`config.mk`:
```
export PLATFORM = sky130hd
export DESIGN_NAME = bilbo_reg
export DESIGN_NICKNAME = d
export VERILOG_FILES = /design/src/rtl/bilbo_pkg.sv /design/src/rtl/bilbo_mode_dec.sv /design/src/rtl/bilbo_shift_next.sv /design/src/rtl/bilbo_sig_next.sv /design/src/rtl/bilbo_reg.sv
export SDC_FILE = /design/constraint.sdc
export NUM_CORES = 1
export LEC_CHECK = 0
export ABC_AREA = 1
export BUFFER_PORTS_ARGS = -buffer_cell sky130_fd_sc_hd__buf_2
export CORE_AREA = 2 2 39 41
export DETAILED_ROUTE_END_ITERATION = 6
export DIE_AREA = 0 0 41 43
export GPL_ROUTABILITY_DRIVEN = 0
export PLACE_DENSITY = 0.57
export SLEW_MARGIN = 20
export SYNTH_ARGS = -nofsm -noshare
export SYNTH_HDL_FRONTEND = slang
export SYNTH_SLANG_ARGS = --single-unit
export TNS_END_PERCENT = 30
```
`constraint.sdc`:
```
create_clock -name clk -period 1.51 [get_ports clk]
set_input_delay 0.302 -clock clk [delete_from_list [all_inputs] [get_ports clk]]
set_output_delay 0.302 -clock clk [all_outputs]
set_load 0.02 [all_outputs]
```
`src/rtl/bilbo_pkg.sv`:
```
package bilbo_pkg;

    // Operating states selected by the two mode bits
    typedef enum logic [1:0] {
        OP_SHIFT = 2'b00,
        OP_CLEAR = 2'b01,
        OP_SIGN  = 2'b10,
        OP_LOAD  = 2'b11
    } bilbo_op_e;

endpackage

```
`src/rtl/bilbo_mode_dec.sv`:
```
module bilbo_mode_dec
    import bilbo_pkg::*;
(
    input  logic [1:0] mode_i,
    output bilbo_op_e  op_o
);

    always_comb begin
        unique case (mode_i)
            2'b00:   op_o = OP_SHIFT;
            2'b01:   op_o = OP_CLEAR;
            2'b10:   op_o = OP_SIGN;
            default: op_o = OP_LOAD;
        endcase
    end

endmodule

```
`src/rtl/bilbo_shift_next.sv`:
```
module bilbo_shift_next #(
    parameter int unsigned W = 8
) (
    input  logic [W-1:0] cur_i,
    input  logic         sin_i,
    output logic [W-1:0] nxt_o
);

    assign nxt_o = {cur_i[W-2:0], sin_i};

endmodule

```
`src/rtl/bilbo_sig_next.sv`:
```
module bilbo_sig_next #(
    parameter int unsigned   W    = 8,
    parameter logic [W-1:0]  TAPS = 'hB8
) (
    input  logic [W-1:0] cur_i,
    input  logic [W-1:0] par_i,
    output logic [W-1:0] nxt_o
);

    logic feedback;

    // Parity of the tapped bits feeds the bottom of the chain
    assign feedback = ^(cur_i & TAPS);
    assign nxt_o[0] = par_i[0] ^ feedback;

    for (genvar i = 1; i < W; i++) begin : g_stage
        assign nxt_o[i] = cur_i[i-1] ^ par_i[i];
    end

endmodule

```
`src/rtl/bilbo_reg.sv`:
```
module bilbo_reg
    import bilbo_pkg::*;
#(
    parameter int unsigned   W    = 8,
    parameter logic [W-1:0]  TAPS = 'hB8
) (
    input  logic         clk,
    input  logic         rst_n,
    input  logic [1:0]   mode_i,
    input  logic [W-1:0] par_i,
    input  logic         scan_i,
    output logic [W-1:0] par_o,
    output logic         scan_o
);

    localparam int unsigned TOP = W - 1;

    bilbo_op_e    op;
    logic [W-1:0] q;
    logic [W-1:0] q_nxt;
    logic [W-1:0] shift_nxt;
    logic [W-1:0] sig_nxt;

    bilbo_mode_dec u_dec (
        .mode_i (mode_i),
        .op_o   (op)
    );

    bilbo_shift_next #(.W(W)) u_shift (
        .cur_i (q),
        .sin_i (scan_i),
        .nxt_o (shift_nxt)
    );

    bilbo_sig_next #(.W(W), .TAPS(TAPS)) u_sig (
        .cur_i (q),
        .par_i (par_i),
        .nxt_o (sig_nxt)
    );

    // Next-value selection per operating state
    always_comb begin
        unique case (op)
            OP_SHIFT: q_nxt = shift_nxt;
            OP_CLEAR: q_nxt = '0;
            OP_SIGN:  q_nxt = sig_nxt;
            OP_LOAD:  q_nxt = par_i;
            default:  q_nxt = q;
        endcase
    end

    // State register
    always_ff @(posedge clk or negedge rst_n) begin
        if (!rst_n) q <= '0;
        else        q <= q_nxt;
    end

    // Outputs
    always_comb begin
        par_o  = q;
        scan_o = q[TOP];
    end

endmodule

```
==> impl_metrics.json <==
{
  "outcome": "complete, no violations",
  "dp_hpwl_um": 671.5,
  "hold_viol": 0,
  "post_layout_nonfiller_instances": 99,
  "postSynth.asyncResetShare_pct": 100.0,
  "postLayoutCoreUtil_pct": 42.41,
  "peakVddDrop_uv": 436.6,
  "first_global_vias": 360,
  "drtAntennaViolNets": 0,
  "synthFlopType": "dfrtp_1",
  "rrSetupSlack_ps": 470,
  "rsz0062_at_grt": "no",
  "critPathSlowestCell": "dfrtp_1",
  "io-pin-count": 22,
  "initial_standard_cell_utilization_of_the_core_pct": 31.92,
  "synth_edf_count": 0,
  "clockBufferDepth": 2,
  "largest_reg_flops": 8,
  "fp-row-count": 14,
  "die-area_mm2": 0.001763,
  "first_iteration_detailed_routing_drc_count": 3,
  "mapped_avg_cell_area_um2": 7.361,
  "number_of_fill_cells_in_the_layout": 140,
  "synth_top_cell_area_share_pct": 45.33,
  "cts_tree": "yes",
  "synth.yosys.seq_area_share_pct": 45.33,
  "globalRoute.totalOverflow": 0,
  "fp.coreArea_mm2": 0.001384,
  "clk_transition_reported_paths_ps": 50,
  "critical-path-max-stage-delay_ps": 410,
  "final_period_minus_worst_setup_slack_ps": 1150,
  "timing.critical_path.required_ps": 1210,
  "worst_slack_ps": 360.3,
  "crit_chain": "buf_2",
  "synth.lib_cells_used.distinct": 8,
  "multiInputGateArea_um2": 195.2,
  "wl_per_cell_um": 8.556,
  "timing.clock.skew_ps": 2.625,
  "fin_setup_tns_ps": 0,
  "setup-violations-final": 0,
  "power_per_cell_area_mw_per_mm2": 1036,
  "dr_total_vias": 414,
  "count_of_unresolved_drc_violations_after_routing": 0,
  "htree_levels": 1,
  "synth_nets": 73,
  "hold_class": "input port to register",
  "achievable-frequency_mhz": 869.8,
  "antenna_found_initial": 0,
  "routed-wl-met2_um": 366,
  "cts_buffers": 3,
  "clkLatencyLatePin_ps": 240,
  "cp.buffers_inverters": 1,
  "post_route_cells_drive_above_1_share_pct": 28.92,
  "wire_length_of_the_first_global_routing_pass_mm": 1.421,
  "floorplan.die.width_um": 41,
  "critPathArrivalTime_ps": 850,
  "regArea_um2": 200.2,
  "viasPerCell": 4.182,
  "layout-area-overhead-vs-synth_pct": 32.86,
  "path_class": "register to output port",
  "worstSetupStartpointType": "register",
  "io_buffer_count": 21,
  "post_synth_inst_count": 60,
  "top_sig_layer": "met4",
  "route.final.wire_length_um": 847,
  "numPlacedInstances": 95,
  "drt_first_pass_iters": 3,
  "netlist_top_cells_area": "dfrtp_1, nand2_1, xor2_1",
  "final_max_slew_viol_count": 0,
  "final.period_utilization_pct": 76.14,
  "post_cts_setup_buffer_count": 0,
  "cts_root_buffer": "clkbuf_4",
  "met1_length_um": 406,
  "antenna_cells_inserted": 0,
  "timing.slew.headroom_pct": 85.48,
  "grt_start_max_net_pins": 10,
  "synth.largest_area_cell": "dfrtp_1",
  "worst-path-max-fanout": 5,
  "cts.sinks": 8,
  "die_height_um": 43,
  "total_leakage_power_nw": 0.3472,
  "gr-usage-all-layers_pct": 12.28,
  "max_cap_violations": 0,
  "cp-end-kind": "output port",
  "finalNetCount": 98,
  "worst_slew_pin_slew_ps": 217.5,
  "dr_wl_met3_um": 63,
  "yosys_register_bits": 8,
  "synth_area_um2": 441.7,
  "yosys_warnings": 0,
  "critPathTopFamily": "flip-flops",
  "most_frequent_cell_after_synthesis": "nand2_1",
  "post_synth_most_frequent_cells": "nand2_1, inv_1, dfrtp_1",
  "detailedPlace.worstSlack_ps": 473.8
}
[what timing repair did]
item	4_1_cts	5_1_grt
gates resized for setup	0	0
hold buffers	1	0
hold endpoints to repair	8	0
setup endpoints to repair	0	0
[path summary, 6_finish.rpt]
path	end	depth (start not counted)	from
min in group asynchronous	par_o[0]	2	rst_n
worst max register to register	par_o[0]	8	par_o[5]
worst max-delay path	par_o[4]	1	par_o[4]
worst min-delay path	par_o[0]	3	scan_i
max in group asynchronous	par_o[7]	2	rst_n
worst min register to register	par_o[3]	2	par_o[2]
[area by class of cell]
class / instances / area share, %
Tap cell: 16 / 3.412
Clock buffer: 3 / 3.838
Timing Repair Buffer: 22 / 19.62
Sequential cell: 8 / 34.12
Inverter: 9 / 5.757
Multi-Input combinational cell: 41 / 33.26
[through the flow]
step                      cell area [um2]  total power, mW  hold WS, ps
after floorplan                     441.7           0.3940        6.409
after global routing                586.8           0.6604        303.9
after global placement              554.3           0.4536        153.4
after CTS                           586.8           0.6185        305.4
after detailed placement            554.3           0.4549        154.3
final                               586.8           0.6080        311.4
[report_power, final]
part	internal (mW)	switching (mW)	leakage, nW
sequential	0.243	0.0251	0.0999
clock	0.0905	0.0659	0.0138
combinational	0.0705	0.112	0.234
total	0.404	0.204	0.347
[kinds of logic (layout without fill, tap and decap cells)]
family | after synthesis | after routing | share of synthesized area (%)
flops | 8 | 8 | 45.33
buf+inv | 11 | 34 | 10.48
simple gates | 34 | 34 | 30.31
xor+xnor | 7 | 7 | 13.88
[layout by cell type (no fill, tap or decap)]
master	instances
dlygate4sd3_1	1
xor2_1	7
nand2_1	24
nor2_1	5
inv_1	9
dfrtp_1	8
clkbuf_4	3
buf_2	21
nand3_1	5
[routing by layer]
layer / vias to the layer above / global-route usage, %
met5: - / 0
met1: 176 / 16.00
met3: 2 / 5.236
met4: 0 / 6.000
met2: 14 / 16.88
li1: 222 / -
Note: power is estimated with default switching activity, not from simulation.
